`config.mk`:
```
export PLATFORM = sky130hd
export DESIGN_NAME = prog_clk_div
export DESIGN_NICKNAME = d
export VERILOG_FILES = /design/src/rtl/clkdiv_pkg.sv /design/src/rtl/clkdiv_decode.sv /design/src/rtl/clkdiv_cfg.sv /design/src/rtl/clkdiv_core.sv /design/src/rtl/prog_clk_div.sv
export SDC_FILE = /design/constraint.sdc
export NUM_CORES = 1
export LEC_CHECK = 0
export BUFFER_PORTS_ARGS = -buffer_cell sky130_fd_sc_hd__buf_2
export CAP_MARGIN = 40
export CORE_ASPECT_RATIO = 1.1
export CORE_MARGIN = 2
export CORE_UTILIZATION = 45
export CTS_CLUSTER_SIZE = 16
export DETAILED_ROUTE_END_ITERATION = 8
export MAX_ROUTING_LAYER = met4
export SETUP_SLACK_MARGIN = 0.15
export SYNTH_ARGS = -nofsm -noshare
export SYNTH_HDL_FRONTEND = slang
export SYNTH_SLANG_ARGS = --single-unit
export TNS_END_PERCENT = 5
```
`constraint.sdc`:
```
create_clock -name clk_i -period 4.55 [get_ports clk_i]
set_input_delay 0.6825 -clock clk_i [delete_from_list [all_inputs] [get_ports clk_i]]
set_output_delay 0.6825 -clock clk_i [all_outputs]
set_load 0.1 [all_outputs]
```
`src/rtl/clkdiv_pkg.sv`:
```
package clkdiv_pkg;

    // Encoding codes on mode_i; codes 5..7 fall back to minus-one
    localparam logic [2:0] ENC_MINUS1  = 3'd0;
    localparam logic [2:0] ENC_ONEBASE = 3'd1;
    localparam logic [2:0] ENC_POW2    = 3'd2;
    localparam logic [2:0] ENC_ZERO1   = 3'd3;
    localparam logic [2:0] ENC_LOOKUP  = 3'd4;

    // Table entry word layout
    localparam int unsigned TBL_VLD_BIT = 31;
    localparam int unsigned TBL_DIV_LSB = 16;

endpackage

```
`src/rtl/clkdiv_decode.sv`:
```
module clkdiv_decode
    import clkdiv_pkg::*;
#(
    parameter int unsigned DIV_W = 8,
    parameter int unsigned TBL_N = 8,
    parameter int unsigned SHIFT = 4,
    parameter logic [31:0] MASK  = 32'h0000_00FF,
    localparam int unsigned DW   = DIV_W + 1
) (
    input  logic [31:0]                     ctrl_i,
    input  logic [2:0]                      mode_i,
    input  logic [TBL_N-1:0]                vld_i,
    input  logic [TBL_N-1:0][DIV_W-1:0]     fld_i,
    input  logic [TBL_N-1:0][DW-1:0]        dv_i,
    output logic [DW-1:0]                   div_o,
    output logic                            ok_o
);

    logic [31:0]      raw;
    logic [DIV_W-1:0] fld;
    logic [TBL_N-1:0] hit;
    logic [DW-1:0]    tbl_div;
    logic             tbl_hit;
    logic             unused_raw;

    assign raw        = (ctrl_i >> SHIFT) & MASK;
    assign fld        = raw[DIV_W-1:0];
    assign unused_raw = ^raw[31:DIV_W];

    // One comparator per table entry
    for (genvar g = 0; g < TBL_N; g++) begin : g_match
        assign hit[g] = vld_i[g] && (fld_i[g] == fld) && (dv_i[g] != '0);
    end

    // Lowest index wins
    always_comb begin
        tbl_hit = 1'b0;
        tbl_div = '0;
        for (int i = TBL_N - 1; i >= 0; i--) begin
            if (hit[i]) begin
                tbl_hit = 1'b1;
                tbl_div = dv_i[i];
            end
        end
    end

    always_comb begin
        div_o = DW'(1);
        ok_o  = 1'b1;
        case (mode_i)
            ENC_ONEBASE: begin
                div_o = DW'(fld);
                ok_o  = (fld != '0);
            end
            ENC_POW2: begin
                ok_o  = (int'(fld) <= int'(DIV_W));
                div_o = ok_o ? (DW'(1) << fld) : DW'(1);
            end
            ENC_ZERO1: begin
                div_o = (fld == '0) ? DW'(1) : DW'(fld);
            end
            ENC_LOOKUP: begin
                div_o = tbl_div;
                ok_o  = tbl_hit;
            end
            default: begin
                div_o = DW'(fld) + DW'(1);
            end
        endcase
    end

endmodule

```
`src/rtl/clkdiv_cfg.sv`:
```
module clkdiv_cfg
    import clkdiv_pkg::*;
#(
    parameter int unsigned AW    = 4,
    parameter int unsigned DIV_W = 8,
    parameter int unsigned TBL_N = 8,
    parameter int unsigned SHIFT = 4,
    parameter logic [31:0] MASK  = 32'h0000_00FF,
    localparam int unsigned DW   = DIV_W + 1
) (
    input  logic          clk_i,
    input  logic          rst_ni,
    input  logic          wr_en_i,
    input  logic [AW-1:0] wr_addr_i,
    input  logic [31:0]   wr_data_i,
    input  logic [2:0]    mode_i,
    output logic [DW-1:0] pend_o,
    output logic          err_o
);

    typedef struct packed {
        logic [TBL_N-1:0]            vld;
        logic [TBL_N-1:0][DIV_W-1:0] fld;
        logic [TBL_N-1:0][DW-1:0]    dv;
        logic [DW-1:0]               pend;
        logic                        err;
    } cfg_t;

    cfg_t             s_d, s_q;
    logic [DW-1:0]    dec_div;
    logic             dec_ok;
    logic [TBL_N-1:0] ent_sel;
    logic             ctl_sel;

    assign ctl_sel = wr_en_i && (wr_addr_i == '0);

    for (genvar g = 0; g < TBL_N; g++) begin : g_sel
        assign ent_sel[g] = wr_en_i && (wr_addr_i == AW'(g + 1));
    end

    clkdiv_decode #(
        .DIV_W (DIV_W),
        .TBL_N (TBL_N),
        .SHIFT (SHIFT),
        .MASK  (MASK)
    ) u_decode (
        .ctrl_i (wr_data_i),
        .mode_i (mode_i),
        .vld_i  (s_q.vld),
        .fld_i  (s_q.fld),
        .dv_i   (s_q.dv),
        .div_o  (dec_div),
        .ok_o   (dec_ok)
    );

    always_comb begin
        s_d = s_q;
        if (ctl_sel) begin
            if (dec_ok) begin
                s_d.pend = dec_div;
            end else begin
                s_d.err = 1'b1;
            end
        end
        for (int i = 0; i < TBL_N; i++) begin
            if (ent_sel[i]) begin
                s_d.vld[i] = wr_data_i[TBL_VLD_BIT];
                s_d.fld[i] = wr_data_i[DIV_W-1:0];
                s_d.dv[i]  = wr_data_i[TBL_DIV_LSB +: DW];
            end
        end
    end

    always_ff @(posedge clk_i) begin
        if (!rst_ni) begin
            s_q      <= '0;
            s_q.pend <= DW'(1);
        end else begin
            s_q <= s_d;
        end
    end

    assign pend_o = s_q.pend;
    assign err_o  = s_q.err;


    err_sticky_chk: assert property (@(posedge clk_i) disable iff (!rst_ni)
        err_o |=> err_o);


    pend_only_on_ctl_chk: assert property (@(posedge clk_i) disable iff (!rst_ni)
        !$stable(s_q.pend) |-> $past(wr_en_i && (wr_addr_i == '0)));


    pend_nonzero_chk: assert property (@(posedge clk_i) disable iff (!rst_ni)
        s_q.pend != '0);

endmodule

```
`src/rtl/clkdiv_core.sv`:
```
module clkdiv_core #(
    parameter int unsigned DW = 9
) (
    input  logic          clk_i,
    input  logic          rst_ni,
    input  logic [DW-1:0] pend_i,
    output logic          clk_o
);

    typedef struct packed {
        logic [DW-1:0] cnt;
        logic [DW-1:0] div;
        logic          out;
    } core_t;

    core_t s_d, s_q;
    logic  last;

    assign last = (s_q.cnt >= (s_q.div - DW'(1)));

    always_comb begin
        s_d = s_q;
        if (last) begin
            s_d.cnt = '0;
            s_d.div = pend_i;
        end else begin
            s_d.cnt = s_q.cnt + DW'(1);
        end
        s_d.out = (s_d.cnt < (s_d.div >> 1));
    end

    always_ff @(posedge clk_i) begin
        if (!rst_ni) begin
            s_q.cnt <= '0;
            s_q.div <= DW'(1);
            s_q.out <= 1'b0;
        end else begin
            s_q <= s_d;
        end
    end

    // Divide-by-1 passes the source clock; otherwise the registered phase
    assign clk_o = (s_q.div == DW'(1)) ? clk_i : s_q.out;


    cnt_in_range_chk: assert property (@(posedge clk_i) disable iff (!rst_ni)
        s_q.cnt < s_q.div);


    div_at_boundary_chk: assert property (@(posedge clk_i) disable iff (!rst_ni)
        !$stable(s_q.div) |-> ($past(s_q.cnt) == ($past(s_q.div) - DW'(1))));


    start_of_period_chk: assert property (@(posedge clk_i) disable iff (!rst_ni)
        !$stable(s_q.div) |-> (s_q.cnt == '0));

endmodule

```
`src/rtl/prog_clk_div.sv`:
```
module prog_clk_div #(
    parameter int unsigned AW    = 4,
    parameter int unsigned DIV_W = 8,
    parameter int unsigned TBL_N = 8,
    parameter int unsigned SHIFT = 4,
    parameter logic [31:0] MASK  = 32'h0000_00FF
) (
    input  logic          clk_i,
    input  logic          rst_ni,
    input  logic          wr_en_i,
    input  logic [AW-1:0] wr_addr_i,
    input  logic [31:0]   wr_data_i,
    input  logic [2:0]    mode_i,
    output logic          clk_o,
    output logic          err_o
);

    localparam int unsigned DW = DIV_W + 1;

    logic [DW-1:0] pend;

    clkdiv_cfg #(
        .AW    (AW),
        .DIV_W (DIV_W),
        .TBL_N (TBL_N),
        .SHIFT (SHIFT),
        .MASK  (MASK)
    ) u_cfg (
        .clk_i     (clk_i),
        .rst_ni    (rst_ni),
        .wr_en_i   (wr_en_i),
        .wr_addr_i (wr_addr_i),
        .wr_data_i (wr_data_i),
        .mode_i    (mode_i),
        .pend_o    (pend),
        .err_o     (err_o)
    );

    clkdiv_core #(
        .DW (DW)
    ) u_core (
        .clk_i  (clk_i),
        .rst_ni (rst_ni),
        .pend_i (pend),
        .clk_o  (clk_o)
    );

endmodule

```
==> run summary, run 1 <==
CLOCK TREE
-------------------------------------------------------------------------------------
Setup fix buffers added after clock tree synthesis                                  0
CTS tree                                                                         done
Number of instances resized during post-cts repair                                  0
Worst-skew pair later-pin latency                                             0.54 ns
Clock slew seen by the registers of the worst setup and hold paths            0.06 ns
Number of buffers inserted for hold repair after clock tree synthesis               0

RUN
-------------------------------------------------------------------------------------
Max-cap check violation count                                                       0

PWR
-------------------------------------------------------------------------------------
Sequential power share                                                          0.412
Overall Power                                                                 3830 uW
Internal portion of total power                                               2740 uW
Combinational share of power                                                    0.146
Clock network power share                                                       0.443
Highest ir drop seen on vdd                                                  0.433 mV
Total power divided by cell area                                           392 nW/um2
Proportion of total power due to net switching                                  0.285
Leakage component of the power                                             0.00342 uW
Power dissipated by switching net loads                                       1090 uW

STA
-------------------------------------------------------------------------------------
Final hold violation count                                                          0
Post-route minimum period                                                     3.85 ns
Setup clock skew after layout                                              0.00801 ns
Slew Limit Fails                                                                    0
Timing-limited maximum frequency                                              259 MHz
Worst max-slew margin expressed relative to the limit                           0.442
Worst Setup Slack, final                                                     0.696 ns
Transition time of the tightest slew-check pin                               0.835 ns
Unrepaired setup endpoints after global routing                                 false
Part of the cycle the worst path needs                                          0.847
Final total negative setup slack                                                 0 ns
Total setup violations reported at the end of the flow                              0

PLACE
-------------------------------------------------------------------------------------
Number of cells after detailed placement                                         1374
Sum of net half-perimeters after detailed placement                          17900 um
Worst-case setup slack after placement                                       0.727 ns
Cell area reported after detailed placement                                  9120 um2
Gpl congestion                                                                  0.888
Number of buffer cells added on primary ports                                      33

LOGIC SYNTHESIS
-------------------------------------------------------------------------------------
Sequential share of the synthesized area                                        0.389
Syn Inst Count                                                                   1161
Number of warning messages in the yosys log                                         0
Count of distinct cell types in the synthesized netlist                            68
Simple-gate portion of the synthesized area                                     0.259
Largest family of logic cells by synthesized area                        simple AND/OR/NAND/NOR gates
Proportion of synthesized area in mux cells                                    0.0125
Net count of the mapped netlist                                                  1224
Post-synthesis register bit count                                                 173
Adder-cell area share of the yosys netlist                                     0.0295
Share of async-settable or async-resettable flops after synthesis                   0
Average footprint of a synthesized cell                                      7.66 um2
Netlist area before placement                                                8890 um2
Dominant synthesized flop cell                                                dfxtp_1
Post-synth EDFFs                                                                    0
Post-synthesis compound-gate area fraction                                      0.174
Synthesized-area fraction occupied by xor and xnor cells                       0.0818

ROUTING
-------------------------------------------------------------------------------------
Detailed-route via count                                                         7921
Iteration count of the initial detailed-routing pass                                5
Routed wire length                                                           26000 um
Post-detailed-route wirelength per cell                                       18.4 um
DRC violation count after routing                                                   0
Count of routing violations after the opening detailed-route iteration            684
DR vias/cell                                                                     5.62
Count of nets left with antenna violations after detail routing                     0

GLOBAL ROUTE
-------------------------------------------------------------------------------------
Maximum number of pins on one net before global-route repair                       68
Total grt overflow                                                                  0
Via count of the first global-routing pass                                       7568
Global routing usage summed across all routing layers                           0.261
First-pass GRT wire length                                                   41400 um
Antenna violations before repair                                                    0

CELLS AND AREA
-------------------------------------------------------------------------------------
Post-route non-filler standard cell count                                        1409
Number of antenna cells inserted                                                    0
Final design instance area without fill                                      9780 um2
Final-stage net count                                                            1212
Area added between synthesis and finish                                         10.0%
Fill cells                                                                       1947
Share of layout cells above drive strength 1                                   0.0886

DIE
-------------------------------------------------------------------------------------
Std-Cell Rows                                                                      53
# IOs                                                                              44
Die W                                                                          138 um
Height of the die                                                              151 um
Area of the die                                                             20900 um2
Standard cell core area                                                     19200 um2
Initial cell density of the core                                                0.462

SETUP PATH
-------------------------------------------------------------------------------------
Register-to-register setup slack                                              0.70 ns
Arrival time worst endpoint                                                   4.34 ns
Critical path peak fanout                                                          11
CP startpoint kind                                                          flip-flop
Required arrival time at the worst endpoint                                   5.04 ns
Endpoint class of the critical path                                         flip-flop
Critical setup path kind                                                 flip-flop to flip-flop

HOLD PATH
-------------------------------------------------------------------------------------
Kind of path behind the tightest hold check                              flip-flop to flip-flop

STATUS
-------------------------------------------------------------------------------------
Outcome                                                                     completed

## power groups by stage
stage          logic (uW)  registers (uW)  clock network (uW)
2_1_floorplan         413            1600                83.9
3_3_place_gp          555            1610                91.4
3_5_place_dp          557            1610                91.4
4_1_cts               559            1580                1730
5_1_grt               614            1580                1800
6_report              558            1580                1700
## worst paths after layout
path | from | cells after the start | endpoint
min | u_cfg.s_q[150]$_SDFFE_PN0P_ | 2 | u_cfg.s_q[150]$_SDFFE_PN0P_
min reg2reg | u_cfg.s_q[150]$_SDFFE_PN0P_ | 2 | u_cfg.s_q[150]$_SDFFE_PN0P_
max | u_core.s_q[4]$_SDFF_PN0_ | 15 | u_core.s_q[0]$_SDFF_PN0_
max reg2reg | u_core.s_q[4]$_SDFF_PN0_ | 15 | u_core.s_q[0]$_SDFF_PN0_
## synth_stat cells (all sizes together) (11+ instances only)
master  count  area [um2]
xnor2      60         526
clkbuf     51         191
nor2       43         161
nor4       16         113
o21ai      18        90.1
nand4      11        68.8
inv        15        56.3
buf        36         234
dfxtp     173        3460
nand3      25         125
ha         21         263
xor2       23         201
a21oi     162         811
nor3       32         160
a211oi     12        90.1
nand2     324        1220
## cell families after synthesis
family | Yosys count
xor+xnor | 83
mux | 11
fa+ha+maj | 21
flops | 173
compound gates | 258
buf+inv | 102
simple gates | 513
## cell usage in the layout (no fill, tap or decap), drive strengths merged, types with 10 or more instances in the layout
cell	count
nand3	25
o21ai	18
or4	10
xnor2	60
inv	16
xor2	23
a211oi	12
ha	21
nand2b	10
mux2i	10
nand4	11
dfxtp	173
nor4	16
a21oi	162
buf	53
nor3	32
nand2	324
clkbuf	25
nor2	43
## layout make-up
cell class / instances / area [um2] / share of cell area
Inverter: 15 / 58.8 / 0.00601
Clock buffer: 26 / 554 / 0.0567
Tap cell: 247 / 309 / 0.0316
Multi-Input combinational cell: 886 / 4970 / 0.508
Clock inverter: 10 / 113 / 0.0115
Sequential cell: 173 / 3460 / 0.354
Timing Repair Buffer: 52 / 314 / 0.0321
## sequential cells by signal, indices dropped and copies added (netlist names)
register      cells
u_cfg.err_o       1
u_cfg.pend_o      9
u_cfg.s_q       144
u_core.s_q       19
## critical path, cell delays in order, from the launching register on
cell	delay [ns]
dfxtp_1	0.35
or4_1	0.59
nor2_1	0.14
xnor2_1	0.13
ha_1	0.26
and3_1	0.16
a221o_1	0.29
a31oi_1	0.26
o21ai_2	0.11
buf_4	0.18
mux2i_1	0.22
ha_1	0.28
a211oi_1	0.19
o21ai_0	0.20
a2111o_1	0.37
nand2_1	0.06
## per-stage QoR
step | hold WS (ns) | utilization
6_report | 0.451 | 0.509
5_1_grt | 0.467 | 0.509
4_1_cts | 0.455 | 0.509
3_5_place_dp | 0.446 | 0.474
3_3_place_gp | 0.438 | 0.474
2_1_floorplan | 0.432 | -
## routing by layer
layer  routed length, um  global-route usage
met5                   0                   -
met4                 539              0.0903
met3                 905              0.0427
met2               12700               0.441
met1               11800               0.318
(Power assumes the default switching activity.)
==> run 2: changes to the inputs <==
--- a/config.mk
+++ b/config.mk
@@ -5,6 +5,7 @@
 export SDC_FILE = /design/constraint.sdc
 export NUM_CORES = 1
 export LEC_CHECK = 0
+export ABC_AREA = 1
 export BUFFER_PORTS_ARGS = -buffer_cell sky130_fd_sc_hd__buf_2
 export CAP_MARGIN = 40
 export CORE_ASPECT_RATIO = 1.1
==> constraint.sdc (replaced) <==
create_clock -name clk_i -period 3.2 [get_ports clk_i]
set_input_delay 0.48 -clock clk_i [delete_from_list [all_inputs] [get_ports clk_i]]
set_output_delay 0.48 -clock clk_i [all_outputs]
set_load 0.1 [all_outputs]
==> run 2 against run 1 <==
Net effect:
- the run now ends with negative setup slack left
- die area rose by 5.8%
- first-iteration DRC count fell by 1.0%
- wire length rose by 8.3%
- synthesized area rose by 6.0%
- total power rose by 70%
- critical path depth rose by 3
- clock power rose by 47%
- final area rose by 10%
- clock-buffer cell count fell by 3
- via count rose by 15%
- highest routed layer unchanged
- largest cell class unchanged
==> run summary, run 2 <==
LOGIC SYNTHESIS
-------------------------------------------------------------------------------------
Most numerous cell types in the synthesized netlist                      233 x nor2_1, 203 x o21ai_0, 200 x nand2_1   was 324 x nand2_1, 173 x dfxtp_1, 162 x a21oi_1
Sequential share of the synthesized area                                        0.367   was 0.389
Most frequent cell after synthesis                                             nor2_1   was nand2_1
Average footprint of a synthesized cell                                      6.65 um2   was 7.66 um2
Count of distinct cell types in the synthesized netlist                            48   was 68
Fraction of post-synthesis cell area in the top cell type by area               0.367   was 0.389
Post-synthesis register bit count                                                 173   unchanged
Syn Inst Count                                                                   1417   was 1161
Dominant synthesized flop cell                                                dfxtp_1   unchanged
Share of async-settable or async-resettable flops after synthesis                   0   unchanged
Top cells by area in the synthesized netlist                             dfxtp_1 37%, o21ai_0 11%, nor2_1 9.3%, nand2_1 8.0%, a21oi_1 7.5%   was dfxtp_1 39%, nand2_1 14%, a21oi_1 9.1%, xnor2_1 5.9%, ha_1 3.0%
Netlist area before placement                                                9420 um2   was 8890 um2
Cell taking the most area after synthesis                                     dfxtp_1   unchanged
Net count of the mapped netlist                                                  1480   was 1224
Post-synth EDFFs                                                                    0   unchanged
Number of warning messages in the yosys log                                         0   unchanged

CELLS AND AREA
-------------------------------------------------------------------------------------
Final design instance area without fill                                     10800 um2   was 9780 um2
Post-route non-filler standard cell count                                        1723   was 1409
Number of antenna cells inserted                                                    0   unchanged
Final-stage net count                                                            1519   was 1212
Share of layout cells above drive strength 1                                    0.116   was 0.0886
Area added between synthesis and finish                                         14.3%   was 10.0%
Commonest cells after routing, fill and taps aside                       230 x nor2_1, 201 x o21ai_0, 199 x nand2_1, 172 x dfxtp_1, 165 x inv_1   was 324 x nand2_1, 173 x dfxtp_1, 162 x a21oi_1, 60 x xnor2_1, 43 x nor2_1
Fill cells                                                                       2063   was 1947
Reg with most FFs                                                           u_cfg.s_q   unchanged
Max FFs per register                                                              144   unchanged
Most common library cell in the layout ignoring fill and taps                  nor2_1   was nand2_1

STA
-------------------------------------------------------------------------------------
Total setup violations reported at the end of the flow                              1   was 0
Part of the cycle the worst path needs                                           1.07   was 0.847
Worst Setup Slack, final                                                    -0.212 ns   was 0.696 ns
Worst max-slew margin expressed relative to the limit                           0.487   was 0.442
Unrepaired setup endpoints after global routing                                  true   was false
Post-route minimum period                                                     3.41 ns   was 3.85 ns
Setup clock skew after layout                                               0.0163 ns   was 0.00801 ns
Transition time of the tightest slew-check pin                               0.769 ns   was 0.835 ns
Hold Slack                                                                   0.236 ns   was 0.451 ns
Final hold violation count                                                          0   unchanged
Timing-limited maximum frequency                                              293 MHz   was 259 MHz
Slew Limit Fails                                                                    0   unchanged

SETUP PATH
-------------------------------------------------------------------------------------
CP cell instances                                                        or4_4 > nor2_4 > xor2_1 > ha_1 > nand2_2 > nor2_2 > nand2_1 > o2111ai_2 > nor2_4 > buf_6 > buf_6 > mux2i_2 > ha_1 > a21oi_2 > nor2_1 > nor3_1 > o21ai_1 > nor2_1   was or4_1 > nor2_1 > xnor2_1 > ha_1 > and3_1 > a221o_1 > a31oi_1 > o21ai_2 > buf_4 > mux2i_1 > ha_1 > a211oi_1 > o21ai_0 > a2111o_1 > nand2_1
Number of cells traversed by the worst register-to-register path                   18   was 15
Biggest cell delay along the critical path                                    0.57 ns   was 0.59 ns
Buffers plus inverters on the worst setup path                                      2   was 1
Worst-path cell with the longest stage delay                                    or4_4   was or4_1
Capture point of the worst reg-to-reg path                               u_core.s_q[0]$_SDFF_PN0_   unchanged
R2r startpoint                                                           u_core.s_q[7]$_SDFF_PN0_   was u_core.s_q[4]$_SDFF_PN0_
Critical setup path kind                                                 flip-flop to flip-flop   unchanged
Required arrival time at the worst endpoint                                   3.67 ns   was 5.04 ns
Endpoint class of the critical path                                         flip-flop   unchanged
CP startpoint kind                                                          flip-flop   unchanged
Cell family with most CP delay                                           simple AND/OR/NAND/NOR gates   was compound AO/OA/AOI/OAI gates
Register-to-register setup slack                                             -0.21 ns   was 0.70 ns
Arrival time worst endpoint                                                   3.88 ns   was 4.34 ns
Critical path peak fanout                                                           4   was 11

ROUTING
-------------------------------------------------------------------------------------
Detailed-route via count                                                         9125   was 7921
Iteration count of the initial detailed-routing pass                                7   was 5
Routed wire length                                                           28100 um   was 26000 um
DRC violation count after routing                                                   0   unchanged
Post-detailed-route wirelength per cell                                       16.3 um   was 18.4 um
Count of nets left with antenna violations after detail routing                     0   unchanged
Count of routing violations after the opening detailed-route iteration            677   was 684
DR vias/cell                                                                     5.30   was 5.62

PWR
-------------------------------------------------------------------------------------
Power dissipated by switching net loads                                       2070 uW   was 1090 uW
Highest ir drop seen on vdd                                                  0.367 mV   was 0.433 mV
Overall Power                                                                 6540 uW   was 3830 uW
Proportion of total power due to net switching                                  0.317   was 0.285
Internal portion of total power                                               4470 uW   was 2740 uW
Total power divided by cell area                                           607 nW/um2   was 392 nW/um2
Combinational share of power                                                    0.268   was 0.146
Clock network power share                                                       0.382   was 0.443
Leakage component of the power                                             0.00464 uW   was 0.00342 uW
Sequential power share                                                          0.350   was 0.412

PLACE
-------------------------------------------------------------------------------------
Sum of net half-perimeters after detailed placement                          19900 um   was 17900 um
Number of buffer cells added on primary ports                                      33   unchanged
Worst-case setup slack after placement                                      -0.274 ns   was 0.727 ns
Number of cells after detailed placement                                         1688   was 1374
Gpl congestion                                                                  0.910   was 0.888
Cell area reported after detailed placement                                  9960 um2   was 9120 um2

CLOCK TREE
-------------------------------------------------------------------------------------
Worst-skew pair later-pin latency                                             0.55 ns   was 0.54 ns
Number of buffers inserted for hold repair after clock tree synthesis               0   unchanged
CTS tree                                                                         done   unchanged
Clock slew seen by the registers of the worst setup and hold paths            0.07 ns   was 0.06 ns

STATUS
-------------------------------------------------------------------------------------
Violated checks                                                          negative setup slack
Outcome                                                                  complete, but fails checks   was completed

DIE
-------------------------------------------------------------------------------------
Die W                                                                          142 um   was 138 um
Standard cell core area                                                     20600 um2   was 19200 um2
Initial cell density of the core                                                0.458   was 0.462
Std-Cell Rows                                                                      55   was 53
Height of the die                                                              156 um   was 151 um
Area of the die                                                             22100 um2   was 20900 um2
# IOs                                                                              44   unchanged

GLOBAL ROUTE
-------------------------------------------------------------------------------------
Global routing usage summed across all routing layers                           0.268   was 0.261
Via count of the first global-routing pass                                       8487   was 7568
Maximum number of pins on one net before global-route repair                       90   was 68
First-pass GRT wire length                                                   44900 um   was 41400 um
Antenna violations before repair                                                    0   unchanged
Total grt overflow                                                                  0   unchanged

HOLD PATH
-------------------------------------------------------------------------------------
Kind of path behind the tightest hold check                              input port to flip-flop   was flip-flop to flip-flop
Hold_sp                                                                        rst_ni   was u_cfg.s_q[150]$_SDFFE_PN0P_
Cell depth of the worst hold path                                                   2   unchanged
Hold path endpoint                                                       u_core.s_q[1]$_SDFFE_PN1N_   was u_cfg.s_q[150]$_SDFFE_PN0P_

RUN
-------------------------------------------------------------------------------------
Max-cap check violation count                                                       0   unchanged

==> run 2: cell count changes after synthesis, moves of 8 or more <==
cell and delta:
a211oi_1 -9, a21oi_1 -21, buf_4 -11, inv_1 +150
nand2_1 -124, nand2b_1 -10, nand3_1 +17, nor2_1 +190
nor4_1 -8, o21ai_0 +186, or4_1 -8, xnor2_1 -40
xor2_1 -14
==> run 2: metrics by stage <==
stage / setup TNS, ns / util
6_report: -0.212 / 0.523
5_1_grt: -0.491 / 0.523
4_1_cts: -0.212 / 0.519
3_5_place_dp: -0.274 / 0.484
3_3_place_gp: -0.225 / 0.484
2_1_floorplan: -0.0905 / -
==> run 2: worst max-delay path by stage <==
stage / to / cells past startpoint / start
detailed placement: u_core.s_q[0]$_SDFF_PN0_ / 19 / u_core.s_q[8]$_SDFF_PN0_
global route: u_core.s_q[0]$_SDFF_PN0_ / 18 / u_core.s_q[7]$_SDFF_PN0_
global placement: u_core.s_q[0]$_SDFF_PN0_ / 19 / u_core.s_q[8]$_SDFF_PN0_
floorplan: u_core.s_q[0]$_SDFF_PN0_ / 19 / u_core.s_q[6]$_SDFF_PN0_
CTS: u_core.s_q[0]$_SDFF_PN0_ / 17 / u_core.s_q[8]$_SDFF_PN0_
finish: u_core.s_q[0]$_SDFF_PN0_ / 18 / u_core.s_q[7]$_SDFF_PN0_
==> run 2: final cells by class <==
type	count	area [um2]	area share
clock buffers	23	513	0.0476
flip-flops and latches	173	3460	0.322
clock inverters	11	170	0.0158
inverters	173	652	0.0605
well taps	256	320	0.0297
multi-input cells	997	5040	0.468
repair buffers	90	609	0.0566
==> run 2: cell families (layout without fill, tap and decap cells) <==
kind of cell,after synthesis,after routing,share of synthesized area
and+or+nand+nor,565,565,0.254
AOI/OAI and AO/OA,377,377,0.209
buffers and inverters,247,297,0.109
DFF,173,173,0.367
xor gates and xnor gates,29,29,0.0270
adders and majority gates,21,21,0.0279
muxes,5,5,0.00544
==> run 2: timing repair <==
item	4_1_cts	5_1_grt
resized for setup	8	19
endpoints found under the hold margin	0	0
cloned	0	0
setup buffers	1	1
endpoints found under the setup margin	1	1
pin swaps	8	13
==> run 2: per-layer routing <==
| metal | track usage | part of all wire | vias to the layer above |
|---|---|---|---|
| met5 | - | 0 | - |
| met4 | 0.0800 | 0.016 | 0 |
| met3 | 0.0424 | 0.046 | 47 |
| met2 | 0.458 | 0.50 | 220 |
| met1 | 0.327 | 0.44 | 4160 |
| li1 | - | - | 4698 |
==> run 2: power by group through the flow <==
stage	clock network [uW]	registers (uW)	logic [uW]
floorplan	121	2320	1070
global placement	130	2330	1510
detailed placement	130	2330	1540
CTS	2530	2280	1630
global route	2630	2290	1960
finish	2500	2290	1750
